File: src/rtl/rlp_pkg.sv
`timescale 1ns/1ps
package rlp_pkg;
    localparam int LIST_W   = 12;
    localparam int DATA_W   = 32;
    localparam int REG_AW   = 5;
    localparam int REG_BASE = 20;
    localparam int IMM_W    = 5;

    typedef enum logic [1:0] {
        ST_IDLE,
        ST_PUSH,
        ST_ADJUST,
        ST_EPLOAD
    } seq_state_t;
endpackage

File: src/rtl/rlp_hi_pick.sv
`timescale 1ns/1ps
module rlp_hi_pick #(
    parameter int W     = 12,
    parameter int IDX_W = $clog2(W)
) (
    input  logic [W-1:0]     vec,
    output logic [IDX_W-1:0] idx,
    output logic             vld
);
    // the highest set bit wins because later iterations overwrite
    always_comb begin
        idx = '0;
        vld = 1'b0;
        for (int i = 0; i < W; i++) begin
            if (vec[i]) begin
                idx = IDX_W'(i);
                vld = 1'b1;
            end
        end
    end
endmodule

File: src/rtl/rlp_ep_src.sv
`timescale 1ns/1ps
module rlp_ep_src #(
    parameter int DATA_W = 32
) (
    input  logic [1:0]        sel,
    input  logic [DATA_W-1:0] sp_val,
    input  logic [DATA_W-1:0] imm_val,
    output logic [DATA_W-1:0] ep_val
);
    localparam int HALF = DATA_W / 2;

    always_comb begin
        unique case (sel)
            2'b00:   ep_val = sp_val;
            2'b01:   ep_val = {{(DATA_W-HALF){imm_val[HALF-1]}}, imm_val[HALF-1:0]};
            2'b10:   ep_val = {imm_val[HALF-1:0], {(DATA_W-HALF){1'b0}}};
            default: ep_val = imm_val;
        endcase
    end
endmodule

File: src/rtl/reglist_push_seq.sv
`timescale 1ns/1ps
module reglist_push_seq
    import rlp_pkg::*;
#(
    parameter int L_W        = LIST_W,
    parameter int D_W        = DATA_W,
    parameter int RA_W       = REG_AW,
    parameter int R_BASE     = REG_BASE,
    parameter int I_W        = IMM_W,
    parameter int WORD_BYTES = 4
) (
    input  logic            clk,
    input  logic            rst_n,
    input  logic            start,
    input  logic [L_W-1:0]  list_mask,
    input  logic [I_W-1:0]  frame_imm,
    input  logic            ext_form,
    input  logic [1:0]      ep_src,
    input  logic [D_W-1:0]  ext_imm,
    input  logic [D_W-1:0]  sp_in,
    output logic [RA_W-1:0] rf_raddr,
    input  logic [D_W-1:0]  rf_rdata,
    output logic            mem_we,
    output logic [D_W-1:0]  mem_addr,
    output logic [D_W-1:0]  mem_wdata,
    output logic            sp_we,
    output logic [D_W-1:0]  sp_out,
    output logic            ep_we,
    output logic [D_W-1:0]  ep_out,
    output logic            busy,
    output logic            done
);
    localparam int IDX_W = $clog2(L_W);

    seq_state_t     state_q, state_d;
    logic [L_W-1:0] left_q;
    logic [I_W-1:0] imm_q;
    logic           ext_q;
    logic [1:0]     sel_q;
    logic [D_W-1:0] sp_q;
    logic [D_W-1:0] immv_q;

    logic [IDX_W-1:0] pick_idx;
    logic             pick_vld;
    logic [L_W-1:0]   left_clr;
    logic [D_W-1:0]   sp_adj;

    rlp_hi_pick #(.W(L_W), .IDX_W(IDX_W)) u_pick (
        .vec(left_q),
        .idx(pick_idx),
        .vld(pick_vld)
    );

    rlp_ep_src #(.DATA_W(D_W)) u_ep (
        .sel(sel_q),
        .sp_val(sp_q),
        .imm_val(immv_q),
        .ep_val(ep_out)
    );

    assign left_clr = left_q & ~(L_W'(1) << pick_idx);
    assign sp_adj   = sp_q - D_W'(imm_q);

    // state register
    always_ff @(posedge clk or negedge rst_n) begin
        if (!rst_n) state_q <= ST_IDLE;
        else        state_q <= state_d;
    end

    // transitions
    always_comb begin
        state_d = state_q;
        unique case (state_q)
            ST_IDLE: begin
                if (start) state_d = (|list_mask) ? ST_PUSH : ST_ADJUST;
            end
            ST_PUSH: begin
                if (left_clr == '0) state_d = ST_ADJUST;
            end
            ST_ADJUST: state_d = ext_q ? ST_EPLOAD : ST_IDLE;
            ST_EPLOAD: state_d = ST_IDLE;
            default:   state_d = ST_IDLE;
        endcase
    end

    // operation context
    always_ff @(posedge clk or negedge rst_n) begin
        if (!rst_n) begin
            left_q <= '0;
            imm_q  <= '0;
            ext_q  <= 1'b0;
            sel_q  <= '0;
            sp_q   <= '0;
            immv_q <= '0;
        end else begin
            unique case (state_q)
                ST_IDLE: begin
                    if (start) begin
                        left_q <= list_mask;
                        imm_q  <= frame_imm;
                        ext_q  <= ext_form;
                        sel_q  <= ep_src;
                        sp_q   <= sp_in;
                        immv_q <= ext_imm;
                    end
                end
                ST_PUSH: begin
                    left_q <= left_clr;
                    sp_q   <= sp_q - D_W'(WORD_BYTES);
                end
                ST_ADJUST: sp_q <= sp_adj;
                default: ;
            endcase
        end
    end

    // outputs
    always_comb begin
        busy      = (state_q != ST_IDLE);
        mem_we    = (state_q == ST_PUSH);
        mem_addr  = sp_q - D_W'(WORD_BYTES);
        mem_wdata = rf_rdata;
        rf_raddr  = RA_W'(R_BASE) + RA_W'(pick_idx);
        sp_we     = (state_q == ST_ADJUST);
        sp_out    = sp_adj;
        ep_we     = (state_q == ST_EPLOAD);
        done      = ((state_q == ST_ADJUST) && !ext_q) || (state_q == ST_EPLOAD);
    end

    assert_write_needs_bit_R2: assert property (@(posedge clk) disable iff (!rst_n)
        mem_we |-> pick_vld);

    assert_addr_step_R2: assert property (@(posedge clk) disable iff (!rst_n)
        (mem_we && $past(mem_we)) |-> (mem_addr == $past(mem_addr) - D_W'(WORD_BYTES)));

    assert_push_order_R3: assert property (@(posedge clk) disable iff (!rst_n)
        (mem_we && $past(mem_we)) |-> (rf_raddr < $past(rf_raddr)));

    assert_one_strobe_R4: assert property (@(posedge clk) disable iff (!rst_n)
        $onehot0({mem_we, sp_we, ep_we}));

    assert_done_final_R5: assert property (@(posedge clk) disable iff (!rst_n)
        done |-> ((sp_we && !ext_q) || ep_we));

    assert_ep_after_sp_R6: assert property (@(posedge clk) disable iff (!rst_n)
        ep_we |-> $past(sp_we));

    assert_ctx_hold_R9: assert property (@(posedge clk) disable iff (!rst_n)
        busy |=> ($stable(imm_q) && $stable(ext_q) && $stable(sel_q) && $stable(immv_q)));

    assert_done_pulse_R10: assert property (@(posedge clk) disable iff (!rst_n)
        done |=> (!done && !busy));
endmodule

File: config.mk
export PLATFORM = sky130hd
export DESIGN_NAME = reglist_push_seq
export DESIGN_NICKNAME = d
export VERILOG_FILES = /design/src/rtl/rlp_pkg.sv /design/src/rtl/rlp_hi_pick.sv /design/src/rtl/rlp_ep_src.sv /design/src/rtl/reglist_push_seq.sv
export SDC_FILE = /design/constraint.sdc
export NUM_CORES = 1
export LEC_CHECK = 0
export BUFFER_PORTS_ARGS = -buffer_cell sky130_fd_sc_hd__buf_2
export CAP_MARGIN = 10
export CORE_MARGIN = 2
export CORE_UTILIZATION = 30
export DETAILED_ROUTE_END_ITERATION = 10
export SLEW_MARGIN = 20
export SYNTH_ARGS = -nofsm -noshare
export SYNTH_HDL_FRONTEND = slang
export SYNTH_HIERARCHICAL = 1
export SYNTH_SLANG_ARGS = --single-unit
File: constraint.sdc
create_clock -name clk -period 4.2 [get_ports clk]
set_clock_uncertainty 0.2 [all_clocks]
set_input_delay 0.21 -clock clk [delete_from_list [all_inputs] [get_ports clk]]
set_output_delay 0.21 -clock clk [all_outputs]
set_load 0.03 [all_outputs]
Word level (Yosys, flattened, before mapping)
Cells that the tools add are included.
{"block": "totals", "ff_bits": 86, "input_bits": 119, "out_inout_bits": 138, "word_cells": 55}
{"block": "op_classes", "addsub": 3, "eq_ne": 7, "n_shift": 1, "mux": 21, "n_bitwise": 2, "n_reduce_logical": 14}
{"op": "32-bit one-hot mux with 3 select lines", "n": 2}
{"op": "32-bit 2-to-1 mux", "n": 1}
{"op": "32-bit by 3-bit subtractor with 32-bit output (second input constant)", "n": 1}
{"op": "32-bit by 5-bit subtractor with 32-bit output", "n": 1}
{"op": "12-bit one-hot mux with 2 select lines", "n": 1}
{"op": "4-bit 2-to-1 mux", "n": 4}
{"op": "12-bit bitwise AND", "n": 1}
{"op": "12-bit logical NOT", "n": 1}
{"op": "12-bit 2-to-1 mux", "n": 1}
{"op": "2-bit 2-to-1 mux", "n": 6}
{"op": "3-bit 2-to-1 mux", "n": 4}
{"op": "12-bit inverter", "n": 1}
{"op": "12-bit OR reduction", "n": 1}
{"op": "1-bit by 4-bit left shift with 12-bit output (first input constant)", "n": 1}
{"op": "2-bit one-hot mux with 4 select lines", "n": 1}
{"op": "2-bit AND reduction", "n": 4}
{"op": "2-bit == test (second input constant)", "n": 3}
{"op": "5-bit by 4-bit adder with 5-bit output (first input constant)", "n": 1}
{"op": "2-bit by 1-bit == test with 1-bit output (second input constant)", "n": 2}
{"op": "2-bit logical NOT", "n": 2}
{"op": "2-bit nonzero test", "n": 2}
{"op": "3-bit nonzero test", "n": 1}
{"op": "2-bit by 1-bit inequality test with 1-bit output (second input constant)", "n": 1}
{"op": "2-bit inequality test (second input constant)", "n": 1}
{"op": "other kinds (4)", "n": 4}

Logic depth before layout (Yosys ltp)
Gate-level depths: netlist (run 1).
{"block": "logic_depth", "ltp_word": 17, "ltp_mapped": 10, "mapped_depth_nobuf": 10}

Modules after synthesis
Netlist (run 1), hierarchy kept.
{"module": "reglist_push_seq", "n_inst": 1, "cells_per_inst": 681, "area_per_inst_um2": 6118.4, "seq_area_each_um2": 2152.1}
{"module": "rlp_ep_src", "n_inst": 1, "cells_per_inst": 43, "area_per_inst_um2": 573.0, "seq_area_each_um2": 0.0}
{"module": "rlp_hi_pick", "n_inst": 1, "cells_per_inst": 20, "area_per_inst_um2": 106.4, "seq_area_each_um2": 0.0}

Least setup slack after synthesis (run 1)
Ideal clock, no wire load.
{"block": "synth_timing", "path_kind": "flip-flop to flip-flop", "from": "reg left_q[2]", "to": "reg state_q[0]", "setup_time_ps": 132, "arrival_time_ps": 2895, "required_ps": 3868, "setup_slack_ps": 973, "stages_incl_launch_ff": 11, "path_buffers": 1, "period_less_slack_ps": 3227, "path_cell_list": "dfrtp_1 > nand2b_1 > a221o_1 > a21oi_1 > clkbuf_1 > nand4b_1 > a21oi_1 > o22ai_1 > o41ai_2 > o21ai_0 > o2bb2ai_1"}
{"block": "synth_via", "elab_chain_cells": 16}
{"element": "start: declaration", "line": "reglist_push_seq.sv:36", "rtl": "logic [L_W-1:0] left_q;"}
{"element": "start signal: assignment", "line": "reglist_push_seq.sv:99", "rtl": "left_q <= list_mask;"}
{"element": "start signal: assignment", "line": "reglist_push_seq.sv:108", "rtl": "left_q <= left_clr;"}
{"element": "2-bit 2-to-1 mux (2 in a row)", "line": "rlp_hi_pick.sv:15", "rtl": "if (vec[i]) begin"}
{"element": "3-bit 2-to-1 mux (4 in a row)", "line": "rlp_hi_pick.sv:15"}
{"element": "4-bit 2-to-1 mux (4 in a row)", "line": "rlp_hi_pick.sv:15"}
{"element": "1-bit by 4-bit left shift with 12-bit output", "line": "reglist_push_seq.sv:61", "rtl": "assign left_clr = left_q & ~(L_W'(1) << pick_idx);"}
{"element": "12-bit inverter", "line": "reglist_push_seq.sv:61"}
{"element": "12-bit bitwise AND *", "line": "reglist_push_seq.sv:61"}
{"element": "12-bit logical NOT *", "line": "reglist_push_seq.sv:78", "rtl": "if (left_clr == '0) state_d = ST_ADJUST;"}
{"element": "2-bit by 1-bit inequality test with 1-bit output (no line) *"}
{"element": "2-bit AND reduction (no line) *"}
{"element": "end signal: assignment", "line": "reglist_push_seq.sv:67", "rtl": "else state_q <= state_d;"}
{"element": "end: declaration", "line": "reglist_push_seq.sv:35", "rtl": "seq_state_t state_q, state_d;"}
Mark *: on every way between the ends. The rest lies on a longest branch, timed or not.
A chain may end at the register's enable or synchronous reset.

Final worst setup path (run 1)
{"block": "layout_timing", "from": "reg sp_q[0]", "to": "out sp_out[28]"}
{"block": "layout_via", "elab_chain_cells": 1}
{"element": "start: declaration", "line": "reglist_push_seq.sv:40", "rtl": "logic [D_W-1:0] sp_q;"}
{"element": "start signal: assignment", "line": "reglist_push_seq.sv:103", "rtl": "sp_q <= sp_in;"}
{"element": "start signal: assignment", "line": "reglist_push_seq.sv:109", "rtl": "sp_q <= sp_q - D_W'(WORD_BYTES);"}
{"element": "start signal: assignment", "line": "reglist_push_seq.sv:111", "rtl": "ST_ADJUST: sp_q <= sp_adj;"}
{"element": "32-bit by 5-bit subtractor with 32-bit output", "line": "reglist_push_seq.sv:62", "rtl": "assign sp_adj = sp_q - D_W'(imm_q);"}
{"element": "end: declaration", "line": "reglist_push_seq.sv:27", "rtl": "output logic [D_W-1:0] sp_out,"}
Every way passes these cells.

==> impl_metrics.json, run 1 <==
{
  "slew_viol_final": 0,
  "dp_hpwl_mm": 17.8,
  "die_area_mm2": 0.0238,
  "antenna_cells_inserted": 0,
  "clkSlewWorstSetupHoldPaths_ns": 0.07,
  "synthesis.nets": 874,
  "worst_stage_delay_on_the_critical_path_ns": 0.48,
  "avgRoutedWirePerCell_um": 20.1,
  "io_pins": 257,
  "clock_tree.root_cell": "clkbuf_16",
  "cell_area_synth_mm2": 0.00679,
  "cts_sinks": 86,
  "min_from": "list_mask[0]",
  "max_slew_margin_pct": 28.3,
  "ctsLongestPathBuffers": 2,
  "drc_violation_count_after_routing": 0,
  "multi_input_comb_area_mm2": 0.00400,
  "critical_path_launch_point": "sp_q[0]$_DFFE_PN0P_",
  "num_rows": 55,
  "fp.coreArea_mm2": 0.0224,
  "period_utilization_post_route_pct": 89.2,
  "fillCellCount": 2301,
  "via_count": 6591,
  "gpl.final_weighted_congestion": 0.922,
  "worstPathBufferInverterCount": 3,
  "initial_core_utilization_pct": 30.2,
  "timing.hold.worst.class": "input port to register",
  "ratio_of_cells_with_drive_above_1_in_the_final_layout_pct": 32.9,
  "htreeDepth": 3,
  "dr.first_iter.drc_count": 468,
  "worstSetupEndpointType": "output port",
  "numCtsBuffers": 9,
  "crit_path_required_time_ns": 3.79,
  "seq_area_mm2": 0.00215,
  "post-cts-setup-buffers": 0,
  "critical_path.most_common_cell": "inv_1",
  "highest_achievable_clock_rate_ghz": 0.267,
  "drv_cap": 0,
  "cts.repair.resized": 0,
  "worst-slew-pin-transition_ns": 1.07,
  "syn-mean-instance-area_um2": 9.14,
  "die-width_um": 154,
  "globalRoute.totalOverflow": 0,
  "clkLatencyLatePin_ns": 0.36,
  "final-setup-viol-count": 0,
  "layout.cells.most_common": "buf_2",
  "initial_antenna_violation_count": 0,
  "postCtsHoldBufs": 70,
  "first_pass_iters": 5,
  "unrepaired_setup_endpoints_after_global_routing": "no",
  "timing.setup.critical_path_class": "register to output port",
  "via_count_of_the_first_global_routing_pass": 6478,
  "worst_path_max_delay_cell": "a211oi_1",
  "layout_common_cells": "buf_2 (191), dfrtp_1 (86), nor2_1 (72), dlygate4sd3_1 (70), nor3_1 (45)",
  "grt_pass1_wl_mm": 37.3,
  "postRouteWirelength_mm": 24.5,
  "grtUsageTotal_pct": 20.2,
  "synth.yosys.warnings": 6,
  "final.setup.tns_ns": 0,
  "clock_tree_from_tritoncts": "done",
  "critical_path.startpoint_type": "register",
  "worst_r2r_startpoint": "left_q[9]$_DFFE_PN0P_",
  "run_status": "complete, no violations",
  "die_h_um": 154,
  "antenna_violating_nets_post_route": 0,
  "area_growth_syn_to_layout_pct": 27.3,
  "cpLargestDelayFamily": "simple AND/OR/NAND/NOR gates",
  "hold_violation_count_in_the_final_report": 0,
  "crit_chain": "inv_1, ha_1, inv_1, fa_1, a211oi_1, nor2_1, or2_2, nor3_1, xor2_1, buf_2",
  "finalNetCount": 1063,
  "route.detailed.vias_per_inst": 5.40,
  "postSynthCellCount": 742,
  "worst_ep_arrival_time_ns": 3.34,
  "port_buffers": 192,
  "path_max_fanout": 5,
  "finalWorstPathRequiredPeriod_ns": 3.75,
  "pin_count_of_the_biggest_net_entering_global_routing": 56
}
==> area by class of cell <==
type / count / area share (%)
clock buffer: 10 / 2.77
clock inverter: 5 / 0.493
inverter: 24 / 1.04
multi-input combinational: 536 / 46.3
sequential: 86 / 24.9
tap: 285 / 4.13
timing repair buffer: 274 / 20.3
==> path summary, 6_finish.rpt <==
path                                     endpoint  slack [ns]  cells past startpoint
max                                    sp_out[28]        0.45                     10
min                        state_q[0]$_DFFE_PN0P_        0.04                      3
max reg2reg                state_q[0]$_DFFE_PN0P_        0.70                      9
min reg2reg                immv_q[20]$_DFFE_PN0P_        0.30                      1
max in group asynchronous  immv_q[30]$_DFFE_PN0P_        2.59                      3
min in group asynchronous  immv_q[21]$_DFFE_PN0P_        0.28                      2
==> per-stage QoR <==
step                hold slack, ns  cells  instance area [um2]  utilization [%]  setup slack [ns]
CTS                         0.0228   1220                 8630             38.5             0.496
detailed placement           0.143   1135                 7650             34.1             0.757
global placement             0.136   1135                 7650             34.1             0.794
global route                0.0842   1220                 8640             38.5             0.157
finish                      0.0392   1220                 8640             38.5             0.453
floorplan                   -0.286    742                 6790                -             0.987
==> routing by layer <==
metal  track usage (%)  wire (um)  vias up  part of all wire [%]
met5                 0          0        -                     0
met2              34.2      12000      276                    49
met1              25.6       9840     3222                    40
met4              6.79        675        0                   2.8
li1                  -          -     3052                     -
met3              4.29       1950       41                   8.0
==> registers in the layout, summed over array words and instances, names as in the netlist <==
signal / count
imm_q: 5
sp_q: 32
state_q: 2
ext_q: 1
sel_q: 2
left_q: 12
immv_q: 32
==> worst register-to-register path, cell delays in order, from the launching register on <==
cell and delay (ns):
dfrtp_1 0.44, nor2_1 0.16, nand2_1 0.29, nor2_1 0.67, or4b_2 0.63, a21oi_1 0.16, o22ai_1 0.11, o41ai_2 0.36
o21ai_0 0.18, o2bb2ai_1 0.16
Power of run 1 is not shown: default switching activity piles up to over one toggle a cycle in this logic, so the estimate is an artifact.
==> inputs of run 2 (changes only) <==
Settings changed: PLACE_DENSITY_LB_ADDON set to 0.12.
==> run 2 against run 1 <==
  * Cell area increased by 0.17%
  * Count of clock-buffer cells in the layout unchanged
  * Critical path depth unchanged
  * Die area unchanged
  * Maximum frequency about the same
  * Worst setup slack got worse by 0.0017 ns
  * First-iteration DRC count decreased by 24%
  * Routed wire length increased by 3.4%
  * Sequential cell count unchanged
  * Sequential share of layout area about the same
  * Via count decreased by 1.5%
  * Largest cell class unchanged
==> impl_metrics.json, run 2 (synthesized netlist as in run 1, its figures left out) <==
{
  "finalWorstPathRequiredPeriod_ns": 3.75,
  "avgRoutedWirePerCell_um": 20.7,
  "initial_core_utilization_pct": 30.2,
  "fp.coreArea_mm2": 0.0224,
  "worstSetupEndpointType": "output port",
  "route.detailed.vias_per_inst": 5.31,
  "clkSlewWorstSetupHoldPaths_ns": 0.07,
  "htreeDepth": 3,
  "ff_to_ff_path_depth": 10,
  "initial_antenna_violation_count": 0,
  "hold_violation_count_in_the_final_report": 0,
  "num_rows": 55,
  "max_slew_margin_pct": 29.3,
  "clkLatencyLatePin_ns": 0.35,
  "gpl.final_weighted_congestion": 0.878,
  "regToRegEndpoint": "sp_q[28]$_DFFE_PN0P_",
  "crit_end": "sp_out[28]",
  "clock_tree_from_tritoncts": "done",
  "path_max_fanout": 5,
  "worst-slew-pin-transition_ns": 1.06,
  "ratio_of_cells_with_drive_above_1_in_the_final_layout_pct": 33.3,
  "die_area_mm2": 0.0238,
  "fillCellCount": 2357,
  "via_count": 6493,
  "rrSetupSlack_ns": 0.91,
  "highest_achievable_clock_rate_ghz": 0.267,
  "ctsLongestPathBuffers": 2,
  "port_buffers": 192,
  "antenna_cells_inserted": 0,
  "timing.setup.critical_path_class": "register to output port",
  "worst_ep_arrival_time_ns": 3.34,
  "postRouteWirelength_mm": 25.3,
  "die_h_um": 154,
  "period_utilization_post_route_pct": 89.2,
  "dr.first_iter.drc_count": 354,
  "via_count_of_the_first_global_routing_pass": 6554,
  "unrepaired_setup_endpoints_after_global_routing": "no",
  "dp_hpwl_mm": 18.7,
  "critical_path_launch_point": "sp_q[0]$_DFFE_PN0P_",
  "grtUsageTotal_pct": 20.9,
  "final.setup.tns_ns": 0,
  "run_status": "complete, no violations",
  "critical_path.startpoint_type": "register",
  "timing.hold.worst.class": "input port to register",
  "drv_cap": 0,
  "clock_tree.root_cell": "clkbuf_16",
  "io_pins": 257,
  "pin_count_of_the_biggest_net_entering_global_routing": 64,
  "final-setup-viol-count": 0,
  "globalRoute.totalOverflow": 0,
  "slew_viol_final": 0,
  "layout_top_registers": "immv_q (32), sp_q (32), left_q (12)",
  "layout.cells.most_common": "buf_2",
  "numCtsBuffers": 9,
  "die-width_um": 154,
  "first_pass_iters": 4,
  "area_growth_syn_to_layout_pct": 27.5,
  "finalNetCount": 1065,
  "crit_path_required_time_ns": 3.79,
  "drc_violation_count_after_routing": 0,
  "worst_r2r_startpoint": "sp_q[0]$_DFFE_PN0P_",
  "grt_pass1_wl_mm": 38.1,
  "antenna_violating_nets_post_route": 0,
  "layout_common_cells": "buf_2 (191), dfrtp_1 (86), nor2_1 (72), dlygate4sd3_1 (68), nor3_1 (45)",
  "cts_sinks": 86
}
-- run 2: changes by cell type in the layout (fill, tap and decap cells not counted), sizes merged --
cell and delta:
dlygate4sd3 -2, buf +4, clkinv +1
-- run 2: worst min path at each step --
| stage | start | end | slack [ns] | cells after the start |
|---|---|---|---|---|
| after floorplan | rst_n | ext_q$_DFFE_PN0P_ | -0.29 | 0 |
| after global placement | rst_n | sp_q[7]$_DFFE_PN0P_ | 0.21 | 1 |
| after detailed placement | rst_n | sp_q[7]$_DFFE_PN0P_ | 0.20 | 1 |
| after CTS | list_mask[0] | state_q[0]$_DFFE_PN0P_ | 0.001 | 3 |
| after global routing | list_mask[0] | state_q[0]$_DFFE_PN0P_ | 0.05 | 3 |
| final | list_mask[0] | state_q[0]$_DFFE_PN0P_ | 0.02 | 3 |
-- run 2: critical path, stage by stage (launching register included) --
cell and delay [ns]:
dfrtp_1 0.41, inv_1 0.09, ha_1 0.14, inv_1 0.05, fa_1 0.41, a211oi_1 0.49, nor2_1 0.20, or2_2 0.39
nor3_1 0.32, xor2_1 0.24, buf_2 0.24
-- run 2: stage by stage --
stage | setup slack [ns] | hold WS (ns) | instance area (um2) | cells | utilization, %
after floorplan | 0.987 | -0.286 | 6790 | 742 | -
after global placement | 0.900 | 0.211 | 7680 | 1139 | 34.2
after detailed placement | 0.887 | 0.198 | 7680 | 1139 | 34.2
after CTS | 0.485 | 0.00101 | 8650 | 1223 | 38.6
after global routing | 0.326 | 0.0508 | 8650 | 1223 | 38.6
final | 0.452 | 0.0201 | 8650 | 1223 | 38.6
-- run 2: layout make-up --
class | instances | area (um2) | area share, %
clock inverter | 6 | 51.3 | 0.593
sequential | 86 | 2150 | 24.9
timing repair buffer | 276 | 1760 | 20.4
tap | 285 | 357 | 4.12
multi-input combinational | 536 | 4000 | 46.2
inverter | 24 | 90.1 | 1.04
clock buffer | 10 | 239 | 2.76
-- run 2: per-layer routing --
metal | part of all wire, % | vias to the layer above | global-route usage (%) | wire (um)
met5 | 0 | - | 0 | 0
met4 | 3.6 | 0 | 9.26 | 903
met3 | 4.8 | 48 | 3.11 | 1210
met2 | 48 | 224 | 34.1 | 12000
met1 | 44 | 3162 | 27.6 | 11200
li1 | - | 3059 | - | -
-- run 2: repair_timing --
item,in CTS,in global routing
endpoints found under the setup margin,0,0
gates resized for setup,0,0
setup buffers,0,0
endpoints found under the hold margin,129,0
hold buffers,68,0
Power of run 2 is left out for the same reason.
==> inputs of run 3 (changes only) <==
==> constraint.sdc (replaced) <==
create_clock -name clk -period 4.2 [get_ports clk]
set_clock_uncertainty 0.2 [all_clocks]
set_input_delay 0.42 -clock clk [delete_from_list [all_inputs] [get_ports clk]]
set_output_delay 0.42 -clock clk [all_outputs]
set_load 0.03 [all_outputs]
==> run 3 against run 2 <==
  * Global-route usage about the same
  * Worst setup slack worse by 0.21 ns
  * Maximum frequency down 5.2%
  * Critical path depth unchanged
  * Cell area down 7.4%
  * Critical endpoint unchanged
  * Utilization down 2.9 points
  * Count of clock-buffer cells in the layout unchanged
  * Register-to-register slack worse by 0.04 ns
  * Non-clock buffer count down 68
  * Sequential cell count unchanged
  * Hold slack better by 0.071 ns
==> impl_metrics.json, run 3 (synthesized netlist as in run 1, its figures left out) <==
{
  "post-cts-setup-buffers": 0,
  "min_from": "ext_imm[9]",
  "clock_tree.root_cell": "clkbuf_16",
  "finalWorstPathRequiredPeriod_ns": 3.95,
  "timing.setup.critical_path_class": "register to output port",
  "regToRegEndpoint": "sp_q[30]$_DFFE_PN0P_",
  "timing.hold.worst.class": "input port to register",
  "postCtsHoldBufs": 1,
  "route.detailed.vias_per_inst": 5.45,
  "highest_achievable_clock_rate_ghz": 0.253,
  "path_max_fanout": 5,
  "multi_input_comb_area_mm2": 0.00401,
  "via_count_of_the_first_global_routing_pass": 6325,
  "whs_endpoint": "immv_q[9]$_DFFE_PN0P_",
  "clock_tree_from_tritoncts": "done",
  "slew_viol_final": 0,
  "first_pass_iters": 5,
  "worst_ep_arrival_time_ns": 3.33,
  "worst-slew-pin-transition_ns": 1.06,
  "dr.first_iter.drc_count": 491,
  "layout.cells.most_common": "buf_2",
  "max_slew_margin_pct": 29.3,
  "drv_cap": 0,
  "via_count": 6296,
  "worstSetupEndpointType": "output port",
  "port_buffers": 192,
  "postRouteWirelength_mm": 25.0,
  "run_status": "complete, no violations",
  "htreeDepth": 3,
  "avgRoutedWirePerCell_um": 21.6,
  "cts.repair.resized": 0,
  "io_pins": 257,
  "area_growth_syn_to_layout_pct": 18.0,
  "die_area_mm2": 0.0238,
  "layout_top_registers": "immv_q (32), sp_q (32), left_q (12)",
  "critical_path.startpoint_type": "register",
  "initial_core_utilization_pct": 30.2,
  "gpl.final_weighted_congestion": 0.878,
  "layout_common_cells": "buf_2 (191), dfrtp_1 (86), nor2_1 (72), nor3_1 (45), mux2_2 (43)",
  "hold_violation_count_in_the_final_report": 0,
  "finalNetCount": 997,
  "globalRoute.totalOverflow": 0,
  "ff_to_ff_path_depth": 10,
  "pin_count_of_the_biggest_net_entering_global_routing": 53,
  "die_h_um": 154,
  "number_of_cells_traversed_by_the_worst_hold_path": 2,
  "numCtsBuffers": 9,
  "fp.coreArea_mm2": 0.0224,
  "fillCellCount": 2378,
  "grt_pass1_wl_mm": 38.2,
  "dp_hpwl_mm": 18.6,
  "worst_r2r_startpoint": "sp_q[0]$_DFFE_PN0P_",
  "grtUsageTotal_pct": 20.9,
  "ctsLongestPathBuffers": 2,
  "crit_path_required_time_ns": 3.58,
  "ratio_of_cells_with_drive_above_1_in_the_final_layout_pct": 35.9,
  "final-setup-viol-count": 0,
  "initial_antenna_violation_count": 3,
  "rrSetupSlack_ns": 0.87,
  "unrepaired_setup_endpoints_after_global_routing": "no",
  "clkSlewWorstSetupHoldPaths_ns": 0.07,
  "num_rows": 55,
  "antenna_violating_nets_post_route": 0,
  "clkLatencyLatePin_ns": 0.35,
  "seq_area_mm2": 0.00215,
  "final.setup.tns_ns": 0,
  "period_utilization_post_route_pct": 94.1,
  "drc_violation_count_after_routing": 0,
  "cts_sinks": 86,
  "die-width_um": 154
}
==> run 3: metal layers <==
| metal | up-vias | track usage (%) | share of wire, % |
|---|---|---|---|
| met5 | - | 0 | 0.060 |
| met4 | 2 | 6.70 | 2.0 |
| met3 | 34 | 4.15 | 5.9 |
| met2 | 239 | 35.5 | 49 |
| met1 | 3093 | 26.7 | 43 |
| li1 | 2928 | - | - |
==> run 3: final cells by class <==
| class | instances | share of cell area, % |
|---|---|---|
| antenna | 1 | 0.0312 |
| clock buffer | 10 | 2.98 |
| clock inverter | 6 | 0.937 |
| inverter | 24 | 1.12 |
| multi-input combinational | 536 | 50.0 |
| sequential | 86 | 26.9 |
| tap | 285 | 4.45 |
| timing repair buffer | 208 | 13.6 |
==> run 3: how the worst max path moves through the flow <==
stage	to	depth (start not counted)	slack [ns]	start
after floorplan	sp_out[28]	9	0.95	sp_q[0]$_DFFE_PN0P_
after global placement	sp_out[28]	10	0.69	sp_q[0]$_DFFE_PN0P_
after detailed placement	sp_out[28]	10	0.66	sp_q[0]$_DFFE_PN0P_
after CTS	sp_out[28]	10	0.25	sp_q[0]$_DFFE_PN0P_
after global routing	sp_out[28]	10	0.06	sp_q[0]$_DFFE_PN0P_
final	sp_out[28]	10	0.25	sp_q[0]$_DFFE_PN0P_
==> run 3: metrics by stage <==
step | area [um2] | hold WS [ns] | std cells | util, % | worst slack, ns
2_1_floorplan | 6790 | -0.0756 | 742 | - | 0.949
4_1_cts | 8000 | 0.0812 | 1155 | 35.6 | 0.246
3_5_place_dp | 7670 | 0.275 | 1138 | 34.2 | 0.656
5_1_grt | 8010 | 0.0863 | 1156 | 35.7 | 0.0594
3_3_place_gp | 7670 | 0.276 | 1138 | 34.2 | 0.692
6_report | 8010 | 0.0914 | 1156 | 35.7 | 0.246
==> run 3: worst max-delay path: stages (launching register included) <==
cell and delay [ns]:
dfrtp_1 0.41, inv_1 0.09, ha_1 0.14, inv_1 0.04, fa_1 0.42, a211oi_1 0.48, nor2_1 0.19, or2_2 0.39
nor3_1 0.28, xor2_1 0.27, buf_2 0.25
Power of run 3 is left out for the same reason.
